## config.mk

```make
export PLATFORM = sky130hd
export DESIGN_NAME = issue_sched_dual
export DESIGN_NICKNAME = d
export VERILOG_FILES = /design/src/rtl/sched_pkg.sv /design/src/rtl/sched_entry_array.sv /design/src/rtl/sched_age_matrix.sv /design/src/rtl/sched_oldest_pick.sv /design/src/rtl/issue_sched_dual.sv
export SDC_FILE = /design/constraint.sdc
export NUM_CORES = 2
export LEC_CHECK = 0
export ABC_AREA = 1
export BUFFER_PORTS_ARGS = -buffer_cell sky130_fd_sc_hd__clkbuf_2
export CORE_MARGIN = 2
export CORE_UTILIZATION = 45
export CTS_CLUSTER_DIAMETER = 150
export DETAILED_ROUTE_END_ITERATION = 12
export GPL_TIMING_DRIVEN = 0
export REMOVE_ABC_BUFFERS = 1
export SLEW_MARGIN = 40
export SYNTH_ARGS = -nofsm -noshare
export SYNTH_HDL_FRONTEND = slang
export SYNTH_HIERARCHICAL = 1
export SYNTH_SLANG_ARGS = --single-unit
export TNS_END_PERCENT = 10
```

## constraint.sdc

```tcl
create_clock -name clk -period 13.3 [get_ports clk]
set_input_delay 2.66 -clock clk [delete_from_list [all_inputs] [get_ports clk]]
set_output_delay 2.66 -clock clk [all_outputs]
set_load 0.1 [all_outputs]
```

## src/rtl/sched_pkg.sv

```systemverilog
// Shared constants for the dual-pipe issue scheduler.
// Assumes a 3-bit operation class. Codes 0,1,2,7 are pipe 0 only,
// 3,4,5 are pipe 1 only, and 6 may issue on either pipe.
package sched_pkg;

    localparam int CLS_W = 3;

    localparam logic [CLS_W-1:0] CLS_FADD  = 3'd0;
    localparam logic [CLS_W-1:0] CLS_VIMUL = 3'd1;
    localparam logic [CLS_W-1:0] CLS_VALUA = 3'd2;
    localparam logic [CLS_W-1:0] CLS_FMUL  = 3'd3;
    localparam logic [CLS_W-1:0] CLS_STCV  = 3'd4;
    localparam logic [CLS_W-1:0] CLS_VALUB = 3'd5;
    localparam logic [CLS_W-1:0] CLS_LMS   = 3'd6;

    // Pipes that may execute a class: bit 0 = pipe 0, bit 1 = pipe 1.
    function automatic logic [1:0] pipe_mask(input logic [CLS_W-1:0] c);
        case (c)
            CLS_FMUL, CLS_STCV, CLS_VALUB: pipe_mask = 2'b10;
            CLS_LMS:                       pipe_mask = 2'b11;
            default:                       pipe_mask = 2'b01;
        endcase
    endfunction

endpackage

```

## src/rtl/sched_entry_array.sv

```systemverilog
// Entry storage for the scheduler: valid bit, class, source tags with
// ready bits and destination tag per entry, plus tag-match wakeup.
// Assumes the allocation one-hots from the top only point at free entries
// and never select the same entry for both slots.
module sched_entry_array
    import sched_pkg::*;
#(
    parameter int ENTRIES = 18,
    parameter int TAG_W   = 6,
    parameter int NSRC    = 2,
    parameter int BC_N    = 2
) (
    input  logic                                   clk,
    input  logic                                   rst_n,
    input  logic [1:0][ENTRIES-1:0]                alloc_oh,
    input  logic [1:0][CLS_W-1:0]                  in_cls,
    input  logic [1:0][NSRC-1:0][TAG_W-1:0]        in_tag,
    input  logic [1:0][NSRC-1:0]                   in_rdy,
    input  logic [1:0][TAG_W-1:0]                  in_dst,
    input  logic [ENTRIES-1:0]                     release_mask,
    input  logic [BC_N-1:0]                        bc_valid,
    input  logic [BC_N-1:0][TAG_W-1:0]             bc_tag,
    output logic [ENTRIES-1:0]                     ent_valid,
    output logic [ENTRIES-1:0]                     ent_ready,
    output logic [ENTRIES-1:0][CLS_W-1:0]          ent_cls,
    output logic [ENTRIES-1:0][TAG_W-1:0]          ent_dst
);

    logic [ENTRIES-1:0]                  valid_q;
    logic [ENTRIES-1:0][NSRC-1:0]        rdy_q;
    logic [ENTRIES-1:0][NSRC-1:0][TAG_W-1:0] tag_q;
    logic [ENTRIES-1:0][CLS_W-1:0]       cls_q;
    logic [ENTRIES-1:0][TAG_W-1:0]       dst_q;
    logic [ENTRIES-1:0][NSRC-1:0]        wake;
    logic [1:0][NSRC-1:0]                in_wake;

    // Compare every stored and incoming source tag against the broadcast lanes.
    always_comb begin
        wake    = '0;
        in_wake = '0;
        for (int e = 0; e < ENTRIES; e++) begin
            for (int s = 0; s < NSRC; s++) begin
                for (int b = 0; b < BC_N; b++) begin
                    if (bc_valid[b] && bc_tag[b] == tag_q[e][s]) wake[e][s] = 1'b1;
                end
            end
        end
        for (int d = 0; d < 2; d++) begin
            for (int s = 0; s < NSRC; s++) begin
                for (int b = 0; b < BC_N; b++) begin
                    if (bc_valid[b] && bc_tag[b] == in_tag[d][s]) in_wake[d][s] = 1'b1;
                end
            end
        end
    end

    // Load new micro-ops, retire issued ones and accumulate source readiness.
    always_ff @(posedge clk) begin
        if (!rst_n) begin
            valid_q <= '0;
            rdy_q   <= '0;
            tag_q   <= '0;
            cls_q   <= '0;
            dst_q   <= '0;
        end else begin
            for (int e = 0; e < ENTRIES; e++) begin
                if (alloc_oh[0][e]) begin
                    valid_q[e] <= 1'b1;
                    cls_q[e]   <= in_cls[0];
                    tag_q[e]   <= in_tag[0];
                    dst_q[e]   <= in_dst[0];
                    rdy_q[e]   <= in_rdy[0] | in_wake[0];
                end else if (alloc_oh[1][e]) begin
                    valid_q[e] <= 1'b1;
                    cls_q[e]   <= in_cls[1];
                    tag_q[e]   <= in_tag[1];
                    dst_q[e]   <= in_dst[1];
                    rdy_q[e]   <= in_rdy[1] | in_wake[1];
                end else begin
                    if (release_mask[e]) valid_q[e] <= 1'b0;
                    rdy_q[e] <= rdy_q[e] | wake[e];
                end
            end
        end
    end

    // Present entry state to the pickers.
    always_comb begin
        for (int e = 0; e < ENTRIES; e++) begin
            ent_ready[e] = &rdy_q[e];
        end
    end

    assign ent_valid = valid_q;
    assign ent_cls   = cls_q;
    assign ent_dst   = dst_q;

    for (genvar e = 0; e < ENTRIES; e++) begin : g_chk
        // allocation only ever targets an empty entry.
        a_r1_alloc_free: assert property (@(posedge clk) disable iff (!rst_n)
            (alloc_oh[0][e] || alloc_oh[1][e]) |-> !valid_q[e]);
        // an issued entry is gone in the next cycle.
        a_r9_release_clears: assert property (@(posedge clk) disable iff (!rst_n)
            (release_mask[e] && !alloc_oh[0][e] && !alloc_oh[1][e]) |=> !valid_q[e]);
    end

endmodule

```

## src/rtl/sched_age_matrix.sv

```systemverilog
// Relative age of every pair of entries. older[j][i] is set when entry j
// was written before entry i. Assumes slot 0 is older than slot 1 when
// both are allocated in one cycle. Bits of empty entries are ignored by
// the pickers and are rewritten when those entries are reused.
module sched_age_matrix #(
    parameter int ENTRIES = 18
) (
    input  logic                            clk,
    input  logic                            rst_n,
    input  logic [1:0][ENTRIES-1:0]         alloc_oh,
    output logic [ENTRIES-1:0][ENTRIES-1:0] older
);

    logic [ENTRIES-1:0][ENTRIES-1:0] older_q;
    logic [ENTRIES-1:0]              alloc_any;

    assign alloc_any = alloc_oh[0] | alloc_oh[1];

    // A new entry is younger than everything present; slot 0 beats slot 1.
    always_ff @(posedge clk) begin
        if (!rst_n) begin
            older_q <= '0;
        end else begin
            for (int j = 0; j < ENTRIES; j++) begin
                for (int i = 0; i < ENTRIES; i++) begin
                    if (i == j) begin
                        older_q[j][i] <= 1'b0;
                    end else if (alloc_any[j]) begin
                        older_q[j][i] <= alloc_oh[0][j] && alloc_oh[1][i];
                    end else if (alloc_any[i]) begin
                        older_q[j][i] <= 1'b1;
                    end
                end
            end
        end
    end

    assign older = older_q;

endmodule

```

## src/rtl/sched_oldest_pick.sv

```systemverilog
// Grants the oldest requesting entry using the age matrix. Assumes the
// matrix is a strict order over the requesters, so at most one is granted.
module sched_oldest_pick #(
    parameter int ENTRIES = 18
) (
    input  logic                            clk,
    input  logic                            rst_n,
    input  logic [ENTRIES-1:0]              req,
    input  logic [ENTRIES-1:0][ENTRIES-1:0] older,
    output logic [ENTRIES-1:0]              grant,
    output logic                            any
);

    // A requester wins when no other requester is older than it.
    always_comb begin
        for (int i = 0; i < ENTRIES; i++) begin
            logic blocked;
            blocked = 1'b0;
            for (int j = 0; j < ENTRIES; j++) begin
                blocked = blocked | (req[j] & older[j][i]);
            end
            grant[i] = req[i] & ~blocked;
        end
    end

    assign any = |grant;

    // one winner at most, and a winner whenever someone asks.
    a_r5_one_grant: assert property (@(posedge clk) disable iff (!rst_n)
        $onehot0(grant));
    a_r5_grant_when_req: assert property (@(posedge clk) disable iff (!rst_n)
        (|req) |-> any);

endmodule

```

## src/rtl/issue_sched_dual.sv

```systemverilog
// Dual-pipe micro-op issue scheduler. Accepts up to two micro-ops per
// cycle into an 18-entry buffer, wakes sources on broadcast tags and
// issues the oldest ready micro-op per pipe, honouring class-to-pipe
// binding. Assumes dispatch holds its offer when disp_ready is low and
// that a pipe's stall is known early in the cycle.
module issue_sched_dual
    import sched_pkg::*;
#(
    parameter int ENTRIES = 18,
    parameter int TAG_W   = 6,
    parameter int NSRC    = 2,
    parameter int BC_N    = 2
) (
    input  logic                            clk,
    input  logic                            rst_n,
    input  logic [1:0]                      disp_valid,
    input  logic [1:0][CLS_W-1:0]           disp_cls,
    input  logic [1:0][NSRC-1:0][TAG_W-1:0] disp_src_tag,
    input  logic [1:0][NSRC-1:0]            disp_src_rdy,
    input  logic [1:0][TAG_W-1:0]           disp_dst,
    output logic                            disp_ready,
    input  logic [BC_N-1:0]                 bc_valid,
    input  logic [BC_N-1:0][TAG_W-1:0]      bc_tag,
    input  logic                            p0_stall,
    output logic                            p0_valid,
    output logic [CLS_W-1:0]                p0_cls,
    output logic [TAG_W-1:0]                p0_dst,
    input  logic                            p1_stall,
    output logic                            p1_valid,
    output logic [CLS_W-1:0]                p1_cls,
    output logic [TAG_W-1:0]                p1_dst
);

    localparam int CNT_W = $clog2(ENTRIES + 1);

    logic [ENTRIES-1:0]              ent_valid, ent_ready;
    logic [ENTRIES-1:0][CLS_W-1:0]   ent_cls;
    logic [ENTRIES-1:0][TAG_W-1:0]   ent_dst;
    logic [ENTRIES-1:0][ENTRIES-1:0] older;
    logic [ENTRIES-1:0]              on_p0, on_p1;
    logic [ENTRIES-1:0]              req0, req1, grant0, grant1;
    logic                            any0, any1;
    logic [ENTRIES-1:0]              first0, first1;
    logic [CNT_W-1:0]                free_cnt;
    logic [1:0]                      need;
    logic [1:0][ENTRIES-1:0]         alloc_oh;

    // Find the two lowest free entries and count all free ones.
    always_comb begin
        logic found0, found1;
        first0   = '0;
        first1   = '0;
        found0   = 1'b0;
        found1   = 1'b0;
        free_cnt = '0;
        for (int e = 0; e < ENTRIES; e++) begin
            if (!ent_valid[e]) begin
                free_cnt = free_cnt + {{(CNT_W-1){1'b0}}, 1'b1};
                if (!found0) begin
                    first0[e] = 1'b1;
                    found0    = 1'b1;
                end else if (!found1) begin
                    first1[e] = 1'b1;
                    found1    = 1'b1;
                end
            end
        end
    end

    // Accept the offered group only when it fits entirely.
    always_comb begin
        need       = {1'b0, disp_valid[0]} + {1'b0, disp_valid[1]};
        disp_ready = free_cnt >= {{(CNT_W-2){1'b0}}, need};
        alloc_oh[0] = (disp_ready && disp_valid[0]) ? first0 : '0;
        alloc_oh[1] = (disp_ready && disp_valid[1]) ? (disp_valid[0] ? first1 : first0) : '0;
    end

    sched_entry_array #(
        .ENTRIES(ENTRIES), .TAG_W(TAG_W), .NSRC(NSRC), .BC_N(BC_N)
    ) u_entries (
        .clk         (clk),
        .rst_n       (rst_n),
        .alloc_oh    (alloc_oh),
        .in_cls      (disp_cls),
        .in_tag      (disp_src_tag),
        .in_rdy      (disp_src_rdy),
        .in_dst      (disp_dst),
        .release_mask(grant0 | grant1),
        .bc_valid    (bc_valid),
        .bc_tag      (bc_tag),
        .ent_valid   (ent_valid),
        .ent_ready   (ent_ready),
        .ent_cls     (ent_cls),
        .ent_dst     (ent_dst)
    );

    sched_age_matrix #(.ENTRIES(ENTRIES)) u_age (
        .clk     (clk),
        .rst_n   (rst_n),
        .alloc_oh(alloc_oh),
        .older   (older)
    );

    // Decode which pipes each stored class may use.
    always_comb begin
        for (int e = 0; e < ENTRIES; e++) begin
            logic [1:0] m;
            m        = pipe_mask(ent_cls[e]);
            on_p0[e] = m[0];
            on_p1[e] = m[1];
        end
    end

    // Pipe 0 picks first; pipe 1 skips whatever pipe 0 took.
    assign req0 = ent_valid & ent_ready & on_p0 & {ENTRIES{!p0_stall}};
    assign req1 = ent_valid & ent_ready & on_p1 & ~grant0 & {ENTRIES{!p1_stall}};

    sched_oldest_pick #(.ENTRIES(ENTRIES)) u_pick0 (
        .clk(clk), .rst_n(rst_n), .req(req0), .older(older), .grant(grant0), .any(any0)
    );

    sched_oldest_pick #(.ENTRIES(ENTRIES)) u_pick1 (
        .clk(clk), .rst_n(rst_n), .req(req1), .older(older), .grant(grant1), .any(any1)
    );

    // Drive the issue ports from the one-hot grants.
    always_comb begin
        p0_cls = '0;
        p0_dst = '0;
        p1_cls = '0;
        p1_dst = '0;
        for (int e = 0; e < ENTRIES; e++) begin
            if (grant0[e]) begin
                p0_cls = p0_cls | ent_cls[e];
                p0_dst = p0_dst | ent_dst[e];
            end
            if (grant1[e]) begin
                p1_cls = p1_cls | ent_cls[e];
                p1_dst = p1_dst | ent_dst[e];
            end
        end
    end

    assign p0_valid = any0;
    assign p1_valid = any1;

    // each port carries only classes its pipe can execute.
    a_r3_pipe0_class: assert property (@(posedge clk) disable iff (!rst_n)
        p0_valid |-> (p0_cls != CLS_FMUL && p0_cls != CLS_STCV && p0_cls != CLS_VALUB));
    a_r3_pipe1_class: assert property (@(posedge clk) disable iff (!rst_n)
        p1_valid |-> (p1_cls == CLS_FMUL || p1_cls == CLS_STCV ||
                      p1_cls == CLS_VALUB || p1_cls == CLS_LMS));
    // no entry issues on both pipes at once.
    a_r4_single_pipe: assert property (@(posedge clk) disable iff (!rst_n)
        (grant0 & grant1) == '0);
    // a stalled pipe stays idle.
    a_r7_stall0_idle: assert property (@(posedge clk) disable iff (!rst_n)
        p0_stall |-> !p0_valid);
    a_r7_stall1_idle: assert property (@(posedge clk) disable iff (!rst_n)
        p1_stall |-> !p1_valid);
    // an accepted group never exceeds the free space.
    a_r1_fits: assert property (@(posedge clk) disable iff (!rst_n)
        disp_ready |-> ($countones(alloc_oh) == $countones(disp_valid)));

endmodule

```

# == Word level (Yosys, flattened, before mapping) ==
# Index checks and enable logic that the tools add are counted.
# classes
n_addsub,18
n_lt_le_gt_ge,1
n_eq_ne,152
muxes,843
bitwise,1429
n_reduce_logical,617
# op_table
cell,n
AND 1 bit,684
bitwise OR 1 bit,612
two-way mux 1 bit,589
== test 6 bit,80
two-way mux 12 bit,36
two-way mux 6 bit,72
logical AND 1 bit,388
nonzero test 2 bit,171
two-way mux 3 bit,72
bitwise OR 6 bit,34
== test 3 bit (second input constant),54
AND 18 bit,6
bitwise OR 3 bit,34
adder 5 x 1 -> 5 bit (second input constant),17
two-way mux 5 bit,17
two-way mux 2 bit,36
one-hot mux 2 bit (2 select lines),18
== test 3 x 2 -> 1 bit (second input constant),18
two-way mux 18 bit,3
nonzero test 3 bit,18
OR reduction 3 bit,18
bitwise OR 2 bit,20
NOT 1 bit,36
bitwise OR 18 bit,2
6 further kinds,25
# word_totals
regBits,756
out_inout_bits,21
wordCells,3492

# == Depth between registers and ports, before layout ==
# logic_depth
ltp_word,83
ltp_mapped,64

# == Modules after synthesis ==
# The synthesis kept the hierarchy.
# by_module_without_submodules
module,instances,cells_per_inst,area_per_inst_um2,seq_area_each_um2
sched_entry_array,1,4864,27415.0,8648.3
sched_age_matrix,1,1745,12653.4,6125.9
issue_sched_dual,1,1140,6002.0,0.0
sched_oldest_pick,2,655,2856.5,0.0

# == Least setup slack after synthesis ==
# Ideal clock, no wire load.
# synth_path
kind,register to output
startpoint,"register u_entries.valid_q[0], in the netlist u_entries/ent_valid[0]"
endpoint,output port disp_ready
arrival_time_ps,8669
required_time_ps,10640
slack_ps,1971
stages_incl_launch_ff,53
path_buffers,0
path_cell_list,dfxtp_1 inv_1 ha_1 inv_1 nand2_1 nand2_2 inv_1 ha_1 or2_1 nand2_1 nand3_1 nand3_1 nand2_1 ha_1 nand2_1 nand2_1 xor2_1 o21ai_0 [... 17 more ...] nand2_2 xnor2_1 o21ai_0 ha_1 or2_2 nand2_1 inv_1 ha_1 nand2_1 o21ai_0 ha_1 nand2_1 nand2_1 ha_1 a21oi_1 nand2_2 nor2_4 nand3_4
# synth_between
elab_chain_len,36
# synth_lines
item,line,source
from (decl),sched_entry_array.sv:29,logic [ENTRIES-1:0] valid_q;
from (signal assigned),sched_entry_array.sv:60,valid_q <= '0;
"from (signal, indexed assignment)",sched_entry_array.sv:68,valid_q[e] <= 1'b1;
"from (signal, indexed assignment)",sched_entry_array.sv:74,valid_q[e] <= 1'b1;
two-way mux 1 bit (*),issue_sched_dual.sv:57,if (!ent_valid[e]) begin
adder 5 x 1 -> 5 bit,issue_sched_dual.sv:58,"free_cnt = free_cnt + {{(CNT_W-1){1'b0}}, 1'b1};"
two-way mux 5 bit (*),issue_sched_dual.sv:57,
adder 5 x 1 -> 5 bit,issue_sched_dual.sv:58,
two-way mux 5 bit (*),issue_sched_dual.sv:57,
adder 5 x 1 -> 5 bit,issue_sched_dual.sv:58,
two-way mux 5 bit (*),issue_sched_dual.sv:57,
adder 5 x 1 -> 5 bit,issue_sched_dual.sv:58,
[... 20 more ...],--,
two-way mux 5 bit (*),issue_sched_dual.sv:57,
adder 5 x 1 -> 5 bit,issue_sched_dual.sv:58,
two-way mux 5 bit (*),issue_sched_dual.sv:57,
adder 5 x 1 -> 5 bit,issue_sched_dual.sv:58,
two-way mux 5 bit (*),issue_sched_dual.sv:57,
adder 5 x 1 -> 5 bit,issue_sched_dual.sv:58,
two-way mux 5 bit (*),issue_sched_dual.sv:57,
>= comparator 5 x 2 -> 1 bit (*),issue_sched_dual.sv:73,"disp_ready = free_cnt >= {{(CNT_W-2){1'b0}}, need};"
to (decl),issue_sched_dual.sv:21,"output logic disp_ready,"
# Every way passes the cells marked *; elsewhere a longest branch is shown, timed or not.

# == Worst setup path after layout ==
# layout_path
startpoint,input port p0_stall
endpoint,output port p1_cls[0]
# layout_lines
item,line,source
from (decl),issue_sched_dual.sv:24,"input logic p0_stall,"
logical NOT 1 bit (*),issue_sched_dual.sv:115,assign req0 = ent_valid & ent_ready & on_p0 & {ENTRIES{!p0_stall}};
AND 18 bit (*),issue_sched_dual.sv:115,
named net req0[15],issue_sched_dual.sv:41,"logic [ENTRIES-1:0] req0, req1, grant0, grant1;"
AND 1 bit (*),sched_oldest_pick.sv:20,blocked = blocked | (req[j] & older[j][i]);
bitwise OR 1 bit (*) (3 in series),sched_oldest_pick.sv:20,
NOT 1 bit (*),sched_oldest_pick.sv:22,grant[i] = req[i] & ~blocked;
AND 1 bit (*),sched_oldest_pick.sv:22,
named net grant0[1],issue_sched_dual.sv:41,
[... 3 more ...],--,
named net req1[1],issue_sched_dual.sv:41,
[... 20 more ...],--,
named net grant1[1],issue_sched_dual.sv:41,
[... 25 more ...],--,
bitwise OR 3 bit,issue_sched_dual.sv:138,p1_cls = p1_cls | ent_cls[e];
two-way mux 3 bit (*),issue_sched_dual.sv:137,if (grant1[e]) begin
bitwise OR 3 bit,issue_sched_dual.sv:138,
two-way mux 3 bit (*),issue_sched_dual.sv:137,
bitwise OR 3 bit,issue_sched_dual.sv:138,
two-way mux 3 bit (*),issue_sched_dual.sv:137,
bitwise OR 3 bit,issue_sched_dual.sv:138,
two-way mux 3 bit (*),issue_sched_dual.sv:137,
to (decl),issue_sched_dual.sv:30,"output logic [CLS_W-1:0] p1_cls,"
# The timed path passes the listed nets; every way through them passes the cells marked *.

==> impl_metrics.ini <==
[route]
num_vias = 61500
routed_wl_mm = 268
drtIter0Drc = 9663
wl_per_cell_um = 25.3
via_per_inst = 5.81
dr.pass1.iters = 7
ant_nets = 0
drc = 0

[sta]
worst_slew_pin_slew_ps = 982
fmax_ghz = 0.0766
min_period_ps = 13050
slew_viol_final = 0
finClkSkew_ps = 34.5
rsz0062_at_grt = false
timing.hold.ws_ps = 534
period_share = 0.981
fin_tns_setup_ps = 0
hold_viol = 0
finalSetupViolCount = 0
max_slew_margin = 0.345

[final_layout]
stdcell_area_um2 = 59200
layout.nets = 9089
layout.cells.non_filler = 10600
post_route_cells_drive_above_1_share = 0.0939
synthToLayoutAreaGrowth_pct = 14.3
fillerInstances = 11900

[die]
initial_core_util = 0.453
core.rowCount = 124
die_area_um2 = 118000
pin_count = 87
core_um2 = 114000
die_h_um = 343
die_w_um = 343

[place]
gp_congestion = 0.984
dpl_cell_area_um2 = 56300
dp.cells = 10400
io_buffers = 86
dp_hpwl_mm = 182

[hold_path]
min_path_type = register to register
hold_end = u_age/older[20]
hp-start = u_age/older[20]
hold_depth = 2

[synth]
yosysWarnings = 6
syn_area_um2 = 51800
syn_inst = 9059
async_flop_share = 0
ys_types = 58
avgSynthCellArea_um2 = 5.72
seq_area_frac_synth = 0.285
ys_ff_latch = 738
synth_edf_count = 0
synthFlopType = dfxtp_1

[clock_network]
cts.sinks = 738
cts_tree = yes
cts_hold_buf = 0
clockRootBuffer = clkbuf_16
h-tree-depth = 3
cts_buffers = 91
clk_pin_slew_ps = 60
cts_setup_buffers = 0
clock_path_buffers = 3
insertion_delay_ps = 710

[global_route]
grt_pass1_wl_mm = 379
antenna_found_initial = 6
grt_util_all_layers = 0.438
grt_overflow = 0
grt_pass1_vias = 55200
grt_max_degree = 90

[power_and_ir_drop]
ir_drop_v = 0.00118
powerDensity_nw_per_um2 = 304
leakage_uw = 0.0301

[setup_path]
r2r_start = u_entries/ent_valid[0]
critical_path.max_fanout = 18
path_buf_inv = 13
cp_top_family = buffers and inverters
slowest_delay_ps = 640
cp-end-kind = primary output
reg2reg_depth = 63
cp-start-kind = input pin
criticalPathCategory = input pin to primary output
r2r_end = u_entries/ent_dst[72]
cpMostUsedCell = o21ai_0
critPathArrivalTime_ps = 10390
crit_required_ps = 10640
cpMaxStageDelayCell = nor3b_2
ff2ff_setup_slack_ps = 990

[run_status]
status = completed

[flow_run]
maxCapViolCount = 0
-- worst max-delay path by stage --
stage,from,to,cells after the start
2_1_floorplan,p0_stall,p1_dst[0],24
3_3_place_gp,p0_stall,p1_cls[0],26
3_5_place_dp,u_entries/ent_valid[0],u_entries/ent_cls[38],63
4_1_cts,u_entries/ent_valid[1],disp_ready,53
5_1_grt,u_entries/ent_valid[0],disp_ready,53
6_report,p0_stall,p1_cls[0],42
-- cell families (layout without fill, tap and decap cells) --
group,after synthesis,in the layout,share of synthesized area
simple gates,4990,4990,0.394
buf+inv,1874,1869,0.157
compound gates,1348,1348,0.144
flops,738,738,0.285
xor+xnor,85,85,0.0144
fa+ha+maj,23,23,0.00556
other cells,1,21,0.0000724
-- worst min-delay path, cell delays in order, from the launching register on --
cell and delay, ps:
dfxtp_1 350, o21ai_1 80, nor2_1 70
-- placed cells by master (no fill, tap or decap), types with 10 or more instances in the layout --
| cell | instances |
|---|---|
| nand2_1 | 3478 |
| inv_1 | 1221 |
| nor2_1 | 747 |
| dfxtp_1 | 736 |
| o21ai_0 | 591 |
| a21oi_1 | 410 |
| nand3_1 | 399 |
| o22ai_1 | 173 |
| buf_2 | 105 |
| clkbuf_16 | 93 |
| nor2_4 | 91 |
| buf_16 | 81 |
| nand4_1 | 72 |
| clkbuf_2 | 71 |
| xnor2_1 | 55 |
| nor3_1 | 53 |
| a221oi_1 | 51 |
| buf_4 | 51 |
| buf_8 | 50 |
| nand2_2 | 41 |
| inv_2 | 31 |
| xor2_1 | 30 |
| o211ai_1 | 28 |
| clkbuf_1 | 27 |
| ha_1 | 23 |
| clkbuf_8 | 23 |
| o21ai_1 | 21 |
| clkdlybuf4s18_2 | 21 |
| nand2_4 | 20 |
| clkinv_2 | 20 |
| nand3_2 | 18 |
| clkinv_1 | 18 |
| conb_1 | 18 |
| a22oi_1 | 16 |
| or2_2 | 15 |
| o221ai_1 | 14 |
| buf_12 | 13 |
| inv_4 | 12 |
| nor4_2 | 11 |
| a211oi_4 | 10 |
-- power breakdown --
group | switching [uW] | internal [uW] | leakage [uW]
registers | 130 | 2420 | 0.00597
logic | 8680 | 4240 | 0.0227
clock network | 1080 | 1440 | 0.00144
total | 9900 | 8100 | 0.0301
-- per-stage QoR --
step / utilization / setup WS (ps) / power, uW
2_1_floorplan: - / 1380 / 11200
3_3_place_gp: 0.445 / -9970 / 13600
3_5_place_dp: 0.493 / 619 / 15200
4_1_cts: 0.518 / 85.0 / 17700
5_1_grt: 0.518 / 6.22 / 19400
6_report: 0.518 / 251 / 18000
-- routing by layer --
metal  GRT usage  vias to the layer above  share of wire
li1            -                    27900              -
met1       0.546                    28100           0.37
met2       0.650                     4419           0.41
met3       0.116                     1117           0.13
met4       0.321                        6          0.088
met5           0                        -        0.00014
-- repair_timing --
action                     CTS  global route
resized for setup            2            14
setup endpoints to repair    1            15
hold endpoints to repair     0             0
-- area by class of cell --
type                    count  area, um2  area share
clock buffers             137       2660      0.0450
clock inverters            27        246     0.00416
flip-flops and latches    738      14800       0.250
diodes                      3       7.51    0.000127
inverters                1286       4870      0.0822
repair buffers            419       5000      0.0844
multi-input cells        6464      29700       0.502
well taps                1512       1890      0.0320
-- Yosys cell counts, types with 3 or more instances --
master / n / area, um2
a2111oi_0: 9 / 78.8
a211oi_1: 10 / 75.1
a21oi_1: 410 / 2050
a221oi_1: 51 / 447
a22oi_1: 16 / 120
a31oi_1: 5 / 31.3
buf_1: 23 / 86.3
buf_2: 204 / 1020
buf_4: 69 / 518
buf_6: 70 / 788
clkbuf_1: 216 / 811
clkinv_1: 20 / 75.1
dfxtp_1: 738 / 14800
ha_1: 23 / 288
inv_1: 1240 / 4650
inv_2: 25 / 93.8
nand2_1: 3489 / 13100
nand2_2: 30 / 188
nand2_4: 20 / 225
nand3_1: 399 / 2000
nand3_2: 19 / 190
nand3_4: 3 / 52.6
nand3b_1: 9 / 67.6
nand4_1: 72 / 450
nor2_1: 809 / 3040
nor2_4: 34 / 383
nor2_8: 5 / 100
nor3_1: 53 / 265
nor3b_1: 12 / 90.1
nor4_1: 12 / 75.1
o2111ai_1: 5 / 43.8
o211ai_1: 28 / 210
o21ai_0: 599 / 3000
o21ai_1: 14 / 70.1
o221ai_1: 14 / 123
o22ai_1: 173 / 1080
or2_2: 15 / 93.8
xnor2_1: 55 / 482
xor2_1: 30 / 263
-- state kept, by name, indices dropped and copies added, names as in the netlist --
signal / cells
u_age/older: 306
u_entries/ent_cls: 54
u_entries/ent_dst: 108
u_entries/ent_valid: 18
u_entries/rdy_q: 36
u_entries/tag_q: 216
No activity file was read; power rests on OpenSTA's default activity.
